### src/rtl/gcd_pkg.sv
package gcd_pkg;
  localparam int WIN_BITS = 12;  // 4 KiB register window

  localparam logic [WIN_BITS-1:0] OFS_STATUS = 12'h000;
  localparam logic [WIN_BITS-1:0] OFS_XOP    = 12'h004;
  localparam logic [WIN_BITS-1:0] OFS_YOP    = 12'h008;
  localparam logic [WIN_BITS-1:0] OFS_RESULT = 12'h00C;

  typedef enum logic [1:0] {
    ENG_IDLE = 2'd0,
    ENG_RUN  = 2'd1,
    ENG_DONE = 2'd2
  } eng_state_e;
endpackage

### src/rtl/gcd_engine.sv
module gcd_engine #(
  parameter int WIDTH = 32
) (
  input  logic             clk,
  input  logic             rst_n,
  input  logic             in_valid,
  output logic             in_ready,
  input  logic [WIDTH-1:0] x,
  input  logic [WIDTH-1:0] y,
  input  logic             out_ready,
  output logic             out_valid,
  output logic [WIDTH-1:0] result,
  output logic             busy
);
  import gcd_pkg::*;

  eng_state_e       state_q, state_d;
  logic [WIDTH-1:0] a_q, a_d, b_q, b_d, res_q, res_d;

  always_comb begin
    state_d = state_q;
    a_d     = a_q;
    b_d     = b_q;
    res_d   = res_q;
    unique case (state_q)
      ENG_IDLE: begin
        if (in_valid) begin
          a_d     = x;
          b_d     = y;
          state_d = ENG_RUN;
        end
      end
      ENG_RUN: begin
        if (a_q == '0 || b_q == '0) begin
          res_d   = a_q | b_q;   // one side is zero: the other is the answer
          state_d = ENG_DONE;
        end else if (a_q >= b_q) begin
          a_d = a_q - b_q;
        end else begin
          b_d = b_q - a_q;
        end
      end
      ENG_DONE: begin
        if (out_ready) state_d = ENG_IDLE;
      end
      default: state_d = ENG_IDLE;
    endcase
  end

  always_ff @(posedge clk or negedge rst_n) begin
    if (!rst_n) begin
      state_q <= ENG_IDLE;
      a_q     <= '0;
      b_q     <= '0;
      res_q   <= '0;
    end else begin
      state_q <= state_d;
      a_q     <= a_d;
      b_q     <= b_d;
      res_q   <= res_d;
    end
  end

  assign in_ready  = (state_q == ENG_IDLE);
  assign out_valid = (state_q == ENG_DONE);
  assign busy      = (state_q != ENG_IDLE);
  assign result    = res_q;
endmodule

### src/rtl/gcd_regs.sv
module gcd_regs #(
  parameter int          AW        = 32,
  parameter int          DW        = 32,
  parameter int          WIDTH     = 32,
  parameter logic [31:0] BASE_ADDR = 32'h0001_0000
) (
  input  logic             clk,
  input  logic             rst_n,
  input  logic [AW-1:0]    addr,
  input  logic             wr_en,
  input  logic [DW-1:0]    wr_data,
  input  logic             rd_en,
  output logic [DW-1:0]    rd_data,
  input  logic             eng_in_ready,
  input  logic             eng_out_valid,
  input  logic [WIDTH-1:0] eng_result,
  output logic             eng_in_valid,
  output logic             eng_out_ready,
  output logic [WIDTH-1:0] x_op,
  output logic [WIDTH-1:0] y_op
);
  import gcd_pkg::*;

  localparam logic [AW-1:0] BASE_V = AW'(BASE_ADDR);

  logic                win_hit;
  logic [WIN_BITS-1:0] ofs;
  logic                wr_x, wr_y, rd_res;
  logic [WIDTH-1:0]    x_q, x_d;

  assign win_hit = (addr[AW-1:WIN_BITS] == BASE_V[AW-1:WIN_BITS]);
  assign ofs     = addr[WIN_BITS-1:0];

  assign wr_x   = wr_en && win_hit && (ofs == OFS_XOP);
  assign wr_y   = wr_en && win_hit && (ofs == OFS_YOP);
  assign rd_res = rd_en && win_hit && (ofs == OFS_RESULT);

  always_comb begin
    x_d = x_q;
    if (wr_x) x_d = wr_data[WIDTH-1:0];
  end

  always_ff @(posedge clk or negedge rst_n) begin
    if (!rst_n) x_q <= '0;
    else        x_q <= x_d;
  end

  assign x_op          = x_q;
  assign y_op          = wr_data[WIDTH-1:0];
  assign eng_in_valid  = wr_y;
  assign eng_out_ready = rd_res;

  always_comb begin
    rd_data = '0;
    if (rd_en && win_hit) begin
      if (ofs == OFS_STATUS) rd_data[1:0] = {eng_in_ready, eng_out_valid};
      else if (ofs == OFS_RESULT) rd_data[WIDTH-1:0] = eng_result;
    end
  end
endmodule

### src/rtl/gcd_mmio_periph.sv
module gcd_mmio_periph #(
  parameter int          AW        = 32,
  parameter int          DW        = 32,
  parameter int          WIDTH     = 32,
  parameter logic [31:0] BASE_ADDR = 32'h0001_0000
) (
  input  logic          clk,
  input  logic          rst_n,
  input  logic [AW-1:0] addr,
  input  logic          wr_en,
  input  logic [DW-1:0] wr_data,
  input  logic          rd_en,
  output logic [DW-1:0] rd_data,
  output logic          busy
);
  logic             eng_in_valid, eng_in_ready;
  logic             eng_out_valid, eng_out_ready;
  logic [WIDTH-1:0] x_op, y_op, eng_result;

  gcd_regs #(
    .AW(AW), .DW(DW), .WIDTH(WIDTH), .BASE_ADDR(BASE_ADDR)
  ) u_regs (
    .clk           (clk),
    .rst_n         (rst_n),
    .addr          (addr),
    .wr_en         (wr_en),
    .wr_data       (wr_data),
    .rd_en         (rd_en),
    .rd_data       (rd_data),
    .eng_in_ready  (eng_in_ready),
    .eng_out_valid (eng_out_valid),
    .eng_result    (eng_result),
    .eng_in_valid  (eng_in_valid),
    .eng_out_ready (eng_out_ready),
    .x_op          (x_op),
    .y_op          (y_op)
  );

  gcd_engine #(.WIDTH(WIDTH)) u_eng (
    .clk       (clk),
    .rst_n     (rst_n),
    .in_valid  (eng_in_valid),
    .in_ready  (eng_in_ready),
    .x         (x_op),
    .y         (y_op),
    .out_ready (eng_out_ready),
    .out_valid (eng_out_valid),
    .result    (eng_result),
    .busy      (busy)
  );
endmodule

### config.mk
export PLATFORM = sky130hd
export DESIGN_NAME = gcd_mmio_periph
export DESIGN_NICKNAME = d
export VERILOG_FILES = /design/src/rtl/gcd_pkg.sv /design/src/rtl/gcd_engine.sv /design/src/rtl/gcd_regs.sv /design/src/rtl/gcd_mmio_periph.sv
export SDC_FILE = /design/constraint.sdc
export NUM_CORES = 1
export LEC_CHECK = 0
export BUFFER_PORTS_ARGS = -buffer_cell sky130_fd_sc_hd__buf_2
export CORE_MARGIN = 5
export CORE_UTILIZATION = 25
export DETAILED_ROUTE_END_ITERATION = 16
export PLACE_DENSITY = 0.42
export SLEW_MARGIN = 20
export SYNTH_ARGS = -nofsm -noshare
export SYNTH_HDL_FRONTEND = slang
export SYNTH_SLANG_ARGS = --single-unit
### constraint.sdc
create_clock -name clk -period 4.9 [get_ports clk]
set_input_delay 0.98 -clock clk [delete_from_list [all_inputs] [get_ports clk]]
set_output_delay 0.98 -clock clk [all_outputs]
set_load 0.03 [all_outputs]
Yosys cells after proc, flatten, opt, wreduce, memory -nomap -nowiden
Cells that the tools add are included.

Register bits: 130. Bits in latches: 0. Bits in writable memories: 0. Memory bits (read-only): 0. Input bits: 68. Output and inout bits: 33. Word-level logic and storage cells: 53. Memories kept: 0.

Add/sub/neg operators: 2. Multiply operators: 0. Div/mod/pow operators: 0. Order comparisons: 1. Equal/unequal tests: 12. Shift-type cells: 0. Mux-type cells: 16. Bitwise operators: 1. Reductions and logical operators: 16.

Operators by type and width (count): $mux W32 (8); $pmux W32 S2 (2); $logic_not A32 Y1 (2); $sub A32 B32 Y32 (2); $ge A32 B32 Y1 (1); $or A32 B32 Y32 (1); $mux W30 (1); $eq A12 B4 Y1 const B (2); $eq A20 B5 Y1 const B (1); $eq A12 B3 Y1 const B (1); $logic_not A12 Y1 (1); $mux W2 (4); $ne A2 B2 Y1 const B (4); $reduce_and A4 Y1 (2); $pmux W2 S3 (1); $logic_and A1 B1 Y1 (5); $ne A2 B1 Y1 const B (2); $reduce_bool A2 Y1 (2); $reduce_and A3 Y1 (1); $eq A2 B1 Y1 const B (1); $eq A2 B2 Y1 const B (1); $logic_not A2 Y1 (1); $reduce_and A2 Y1 (1); $logic_or A1 B1 Y1 (1).

Longest topological paths before layout
Gate-level depths: netlist (run 1).

Depth in word-level cells: 5. Mapped depth: 15. Gate-level depth less buffers: 12.

Hierarchy
Synthesis (run 1) repeated with hierarchy kept, for this count alone.

Cells, all modules: 1203. Area total of the unflattened synthesis: 10261.1 sq um.

Modules (own cells, without submodules): gcd_engine (times used 1, cells an instance 1043, area each 8445.6 sq um, seq. area each 2452.4 sq um); gcd_regs (times used 1, cells an instance 160, area each 1815.5 sq um, seq. area each 800.8 sq um).

Least setup slack after synthesis (run 1)
OpenSTA, ideal clock, no wires.

Path type: input-to-output. Start: input port addr[23]. End: output port rd_data[22]. Arrival: 2281 ps. Required time: 3920 ps. Setup slack: 1639 ps. Stages: 7. Path buffers: 1. Cells stage by stage: nor4b_1 nand4_1 nor2_1 nand2_1 nor2_1 clkbuf_1 and2_1.

Word-level cells in the longest chain between the ends: 3.

Ends and longest elaborated chain: start: declaration (line gcd_mmio_periph.sv:9) `input logic [AW-1:0] addr,`; $eq A20 B5 Y1 (line gcd_regs.sv:31) `assign win_hit = (addr[AW-1:WIN_BITS] == BASE_V[AW-1:WIN_BITS]);`; $logic_and A1 B1 Y1 (line gcd_regs.sv:55) `if (rd_en && win_hit) begin`; $mux W32 (line gcd_regs.sv:55); end: declaration (line gcd_mmio_periph.sv:13) `output logic [DW-1:0] rd_data,`.

Every way passes these cells.

Final worst setup path (run 1)
Start: input port addr[23]. End: output port rd_data[12].

Same word-level chain as after synthesis.

==> flow_summary.json, run 1 <==
{
  "grt.overflow.total": 0,
  "maxCapViolations": 0,
  "synth-seq-cells": 130,
  "grt_pass1_vias": 8505,
  "crit_arrival_ns": 2.92,
  "clockRootBuffer": "clkbuf_16",
  "wl_per_cell_um": 18.48,
  "htree_levels": 4,
  "irDropWorstVdd_mv": 0.2379,
  "netSwitchingPower_mw": 0.6262,
  "ctsHoldBuffers": 0,
  "clkPwrFrac_pct": 50.2,
  "grt_start_max_net_pins": 86,
  "setup_tns_ns": 0,
  "synth_edf_count": 0,
  "cts_buffer_depth": 2,
  "postSynthCellCount": 1167,
  "dieWidth_um": 209.3,
  "n_antenna_cell": 0,
  "final_cells": 1771,
  "core_mm2": 0.03955,
  "cts_resized": 0,
  "grt_pass1_wl_um": 51200,
  "antenna_found_initial": 0,
  "async_flop_share_pct": 100.0,
  "synthesis.nets": 1332,
  "fin_crit_sh_pct": 79.60,
  "dp.cells": 1740,
  "power.internal_mw": 1.899,
  "worst_pin_slew_ns": 1.003,
  "synth_warnings": 0,
  "clock_latency_ns": 0.44,
  "die_area_mm2": 0.04380,
  "row_count": 73,
  "ys.flop_type": "dfrtp_1",
  "synth_largest_area_cell": "dfrtp_1",
  "hold_class": "flop to flop",
  "start_util_pct": 25.11,
  "vias_per_cell": 4.761,
  "synth_area_mm2": 0.009930,
  "report.final.slew_viol_count": 0,
  "synth.most_common_cell": "dfrtp_1",
  "cts_tree": "built",
  "io_pins": 101,
  "cts.sink_count": 130,
  "critPathLaunchType": "input port",
  "drc": 0,
  "post-place-ws_ns": 0.8791,
  "cp.required_ns": 3.92,
  "dr.pass1.iters": 5,
  "globalplace.congestion": 0.8625,
  "ys_types": 77,
  "drive_above_1_share_pct": 16.69,
  "powerDensity_mw_per_mm2": 219.2,
  "comb_power_share_pct": 6.8,
  "setup_slack_ns": 0.9994,
  "dp_hpwl_um": 25070,
  "timing_worst_setup_path_type": "input port to primary output",
  "ant_nets": 0,
  "port_buffers": 100,
  "via_count": 8431,
  "synth.area.top_cells": "dfrtp_1 (33%), ha_1 (12%), o21ai_0 (5.0%)",
  "netlist.area_leader.share_pct": 32.76,
  "grtUsageTotal_pct": 14.94,
  "endpoint_kind": "primary output",
  "fin_crit_ns": 3.901,
  "numCtsBuffers": 17,
  "rsz0062_at_grt": "no",
  "status": "finished, final reports clean",
  "hold_viol": 0,
  "area_growth_pct": 16.03,
  "synth_seq_area_share_pct": 32.76,
  "synthTopCellsByCount": "dfrtp_1 (130), nand2_1 (110), inv_1 (100), o21ai_0 (100), ha_1 (95)",
  "die_h_um": 209.3,
  "swShare_pct": 24.80,
  "clkTransAtPathRegs_ns": 0.06,
  "leakagePower_nw": 4.962,
  "fmax_mhz": 256.4,
  "cp_max_fo": 21,
  "slew_headroom_pct": 33.14,
  "drt_iter0_markers": 487,
  "seqPwrFrac_pct": 43.0,
  "setup_viol": 0,
  "nets": 1399,
  "postCtsSetupRepairBufs": 0,
  "finalClockSkew_ns": 0.01198,
  "avgSynthCellArea_um2": 8.509,
  "routed_wl_um": 32720
}
## critical path: stages
cell and delay [ns]:
buf_2 0.10, nor4b_1 0.31, nand4_1 0.15, nor2_1 0.20, nand2_1 0.12, nor2_2 0.47, buf_12 0.23, and2_1 0.15
buf_2 0.19
## kinds of logic (layout without fill, tap and decap cells)
logic type	after synthesis	count (layout)	share of synthesized area (%)
AOI/OAI and AO/OA	315	315	20.43
xor gates and xnor gates	51	51	4.498
adders and majority gates	97	97	12.37
buffers and inverters	167	246	6.893
DFF	130	130	32.76
muxes	52	52	5.670
and+or+nand+nor	355	355	17.38
## placed cells by master (no fill, tap or decap), types with 33 or more instances in the layout
master / instances
a21oi_1: 92
and2_1: 33
buf_2: 99
dfrtp_1: 130
ha_1: 95
inv_1: 100
mux2_2: 33
nand2_1: 109
nor2_1: 83
nor4_1: 33
o21ai_0: 100
xnor2_1: 47
## through the flow
stage / area, um^2 / hold slack, ns / utilization [%] / total power [mW]
global route: 11520 / 0.4860 / 29.13 / 2.638
CTS: 11520 / 0.4762 / 29.13 / 2.575
global placement: 10960 / 0.4540 / 27.71 / 1.279
detailed placement: 10960 / 0.4621 / 27.71 / 1.280
finish: 11520 / 0.4659 / 29.13 / 2.525
floorplan: 9930 / 0.4418 / - / 1.188
## power by group through the flow
stage,registers (mW),clock network [mW],logic (mW)
finish,1.09,1.27,0.172
global route,1.09,1.36,0.194
CTS,1.09,1.31,0.176
detailed placement,1.10,0,0.175
global placement,1.10,0,0.174
floorplan,1.10,0,0.0865
## worst paths after layout
kind / start / to / slack [ns] / cells past startpoint
min: u_eng.result[23] / u_eng.result[23] / 0.47 / 2
max: addr[23] / rd_data[12] / 1.0 / 9
min in group asynchronous: rst_n / u_eng.result[26] / 0.55 / 1
min reg2reg: u_eng.result[23] / u_eng.result[23] / 0.47 / 2
max in group asynchronous: rst_n / u_eng.a_q[6] / 3.37 / 2
max reg2reg: u_eng.a_q[0] / u_eng.b_q[31] / 1.02 / 13
## final cells by class
cell class                 count  area (um^2)
fill                        4245        28030
multi-input combinational    870         6025
sequential                   130         3253
tap                          525        656.9
timing repair buffer         113        641.9
clock buffer                  21        450.4
inverter                     102        382.9
clock inverter                10        111.4
## routing by layer
layer / global-route usage (%) / up-vias / part of all wire (%)
li1: - / 4191 / -
met1: 21.38 / 4072 / 50
met2: 23.29 / 147 / 45
met3: 3.154 / 21 / 4.0
met4: 3.240 / 0 / 1.3
met5: 0 / - / 0
## state kept, by name, summed over array words and instances (netlist names)
signal / flops
u_eng.result: 32
u_regs.x_op: 32
u_eng.state_q: 2
u_eng.b_q: 32
u_eng.a_q: 32
No activity file was read; power rests on OpenSTA's default activity.
==> run 2: changes to the inputs <==
--- a/config.mk
+++ b/config.mk
@@ -9,7 +9,7 @@
 export CORE_MARGIN = 5
 export CORE_UTILIZATION = 25
 export DETAILED_ROUTE_END_ITERATION = 16
-export PLACE_DENSITY = 0.42
+export PLACE_DENSITY = 0.44
 export SLEW_MARGIN = 20
 export SYNTH_ARGS = -nofsm -noshare
 export SYNTH_HDL_FRONTEND = slang
==> constraint.sdc (replaced) <==
create_clock -name clk -period 3.1 [get_ports clk]
set_input_delay 0.62 -clock clk [delete_from_list [all_inputs] [get_ports clk]]
set_output_delay 0.62 -clock clk [all_outputs]
set_load 0.03 [all_outputs]
==> run 2 against run 1 <==
Final cell count increased by 11%. Combinational power increased by 100%. Core utilization increased by 5.0 points. Setup slack got worse by 0.91 ns. Sequential share of layout area decreased by 4.1 points. Clock skew about the same. Wire length increased by 10%. Sequential power increased by 57%. Critical path type is now flop to flop.
==> flow_summary.json, run 2 (synthesis results as in run 1) <==
{
  "setup_tns_ns": 0,
  "dr.pass1.iters": 5,
  "utilization_pct": 34.10,
  "placed_cell_area_mm2": 0.01230,
  "cts_buffer_depth": 2,
  "hold_ws_ns": 0.1391,
  "crit_chain": "inv_1 -> ha_4 -> or2_1 -> or3_1 -> nor2_2 -> a22oi_2 -> buf_4 -> a31oi_1 -> o31a_1 -> a21bo_4 -> mux2_2",
  "htree_levels": 4,
  "timing.rr.end": "u_eng.b_q[20]",
  "cp.required_ns": 3.43,
  "grt.overflow.total": 0,
  "irDropWorstVdd_mv": 0.3390,
  "power.internal_mw": 3.081,
  "grt_pass1_vias": 9419,
  "total_power_mw": 4.120,
  "row_count": 73,
  "setup_viol": 0,
  "clock_latency_ns": 0.45,
  "crit_arrival_ns": 3.34,
  "comb_power_share_pct": 8.4,
  "clkTransAtPathRegs_ns": 0.06,
  "fill_cells": 4148,
  "grt_pass1_wl_um": 55180,
  "ff2ff_path_depth": 11,
  "port_buffers": 100,
  "vias_per_cell": 4.667,
  "antenna_found_initial": 1,
  "worst_pin_slew_ns": 0.7464,
  "cp_max_fo": 8,
  "n_antenna_cell": 0,
  "crit_start": "u_eng.b_q[18]",
  "routed_wl_um": 36110,
  "die_area_mm2": 0.04380,
  "dieWidth_um": 209.3,
  "finalClockSkew_ns": 0.01213,
  "drc": 0,
  "report.final.slew_viol_count": 0,
  "drt_iter0_markers": 474,
  "fmax_mhz": 332.3,
  "ant_nets": 0,
  "r2r-start": "u_eng.b_q[18]",
  "hold_class": "input port to async pin",
  "regToRegSetupSlack_ns": 0.09,
  "crit_family": "compound AO/OA/AOI/OAI gates",
  "wl_per_cell_um": 18.42,
  "maxCapViolations": 0,
  "swShare_pct": 25.22,
  "slew_headroom_pct": 49.81,
  "final_common_cell": "buf_4",
  "area_growth_pct": 35.82,
  "powerDensity_mw_per_mm2": 305.5,
  "rsz0062_at_grt": "yes",
  "io_pins": 101,
  "fin_crit_sh_pct": 97.07,
  "globalplace.congestion": 0.9301,
  "design_area_mm2": 0.01349,
  "dp.cells": 1914,
  "final_cells": 1961,
  "nets": 1588,
  "cts.sink_count": 130,
  "clockRootBuffer": "clkbuf_16",
  "crit_buf_inv": 2,
  "endpoint_kind": "flop",
  "clkPwrFrac_pct": 50.1,
  "drive_above_1_share_pct": 31.75,
  "critPathLaunchType": "flop",
  "status": "finished, final reports clean",
  "cpPeakStageDelay_ns": 0.38,
  "core_mm2": 0.03955,
  "start_util_pct": 25.11,
  "netSwitchingPower_mw": 1.039,
  "via_count": 9152,
  "post-place-ws_ns": -0.08810,
  "leakagePower_nw": 6.019,
  "timing_worst_setup_path_type": "flop to flop",
  "cts_tree": "built",
  "numCtsBuffers": 17,
  "cp_slowest_cell": "dfrtp_1",
  "grt_start_max_net_pins": 66,
  "final_cell_mix": "buf_4 (188), dfrtp_1 (129), nand2_1 (109), buf_2 (99), o21ai_0 (97)",
  "seqPwrFrac_pct": 41.5,
  "die_h_um": 209.3,
  "dp_hpwl_um": 27870,
  "fin_crit_ns": 3.009,
  "hold_viol": 0,
  "grtUsageTotal_pct": 16.06,
  "setup_slack_ns": 0.09081
}
==> run 2: cell count changes in the layout (fill, tap and decap cells not counted), moves of 4 or more <==
cell       change
inv_2          +7
ha_4          +14
a211oi_1       -4
buf_4        +178
inv_1          -7
nor4_1         -4
ha_1          -16
clkbuf_16      +4
==> run 2: cell type report <==
cell class / instances / area [um^2] / area share, %
Clock buffer: 20 / 456.7 / 3.386
Tap cell: 525 / 656.9 / 4.871
Timing Repair Buffer: 301 / 2176 / 16.13
Multi-Input combinational cell: 871 / 6429 / 47.67
Clock inverter: 12 / 131.4 / 0.9741
Inverter: 102 / 382.9 / 2.839
Sequential cell: 130 / 3254 / 24.13
==> run 2: repair_timing <==
action,in CTS,in global routing
pin swaps,1,15
setup endpoints to repair,33,94
buffers inserted,0,10
hold buffers,0,0
gates resized for setup,6,72
cloned,0,5
==> run 2: how the worst max path moves through the flow <==
stage / endpoint / cells after the start
detailed placement: u_eng.b_q[14] / 11
CTS: u_eng.b_q[14] / 11
global placement: u_eng.b_q[1] / 13
floorplan: u_eng.b_q[29] / 12
finish: u_eng.b_q[20] / 11
global route: u_eng.b_q[30] / 12
==> run 2: routing by layer <==
layer  vias to the layer above  part of all wire [%]  global-route usage [%]
li1                       4559                     -                       -
met1                      4420                    49                   22.38
met2                       141                    45                   25.15
met3                        30                   4.3                   3.363
met4                         2                   1.8                   4.770
met5                         -                 0.055                       0
==> run 2: power groups by stage <==
stage	clock network, mW	registers [mW]	logic [mW]
2_1_floorplan	0	1.74	0.137
3_3_place_gp	0	1.74	0.337
3_5_place_dp	0	1.74	0.336
4_1_cts	2.14	1.71	0.338
5_1_grt	2.20	1.71	0.383
6_report	2.06	1.71	0.346
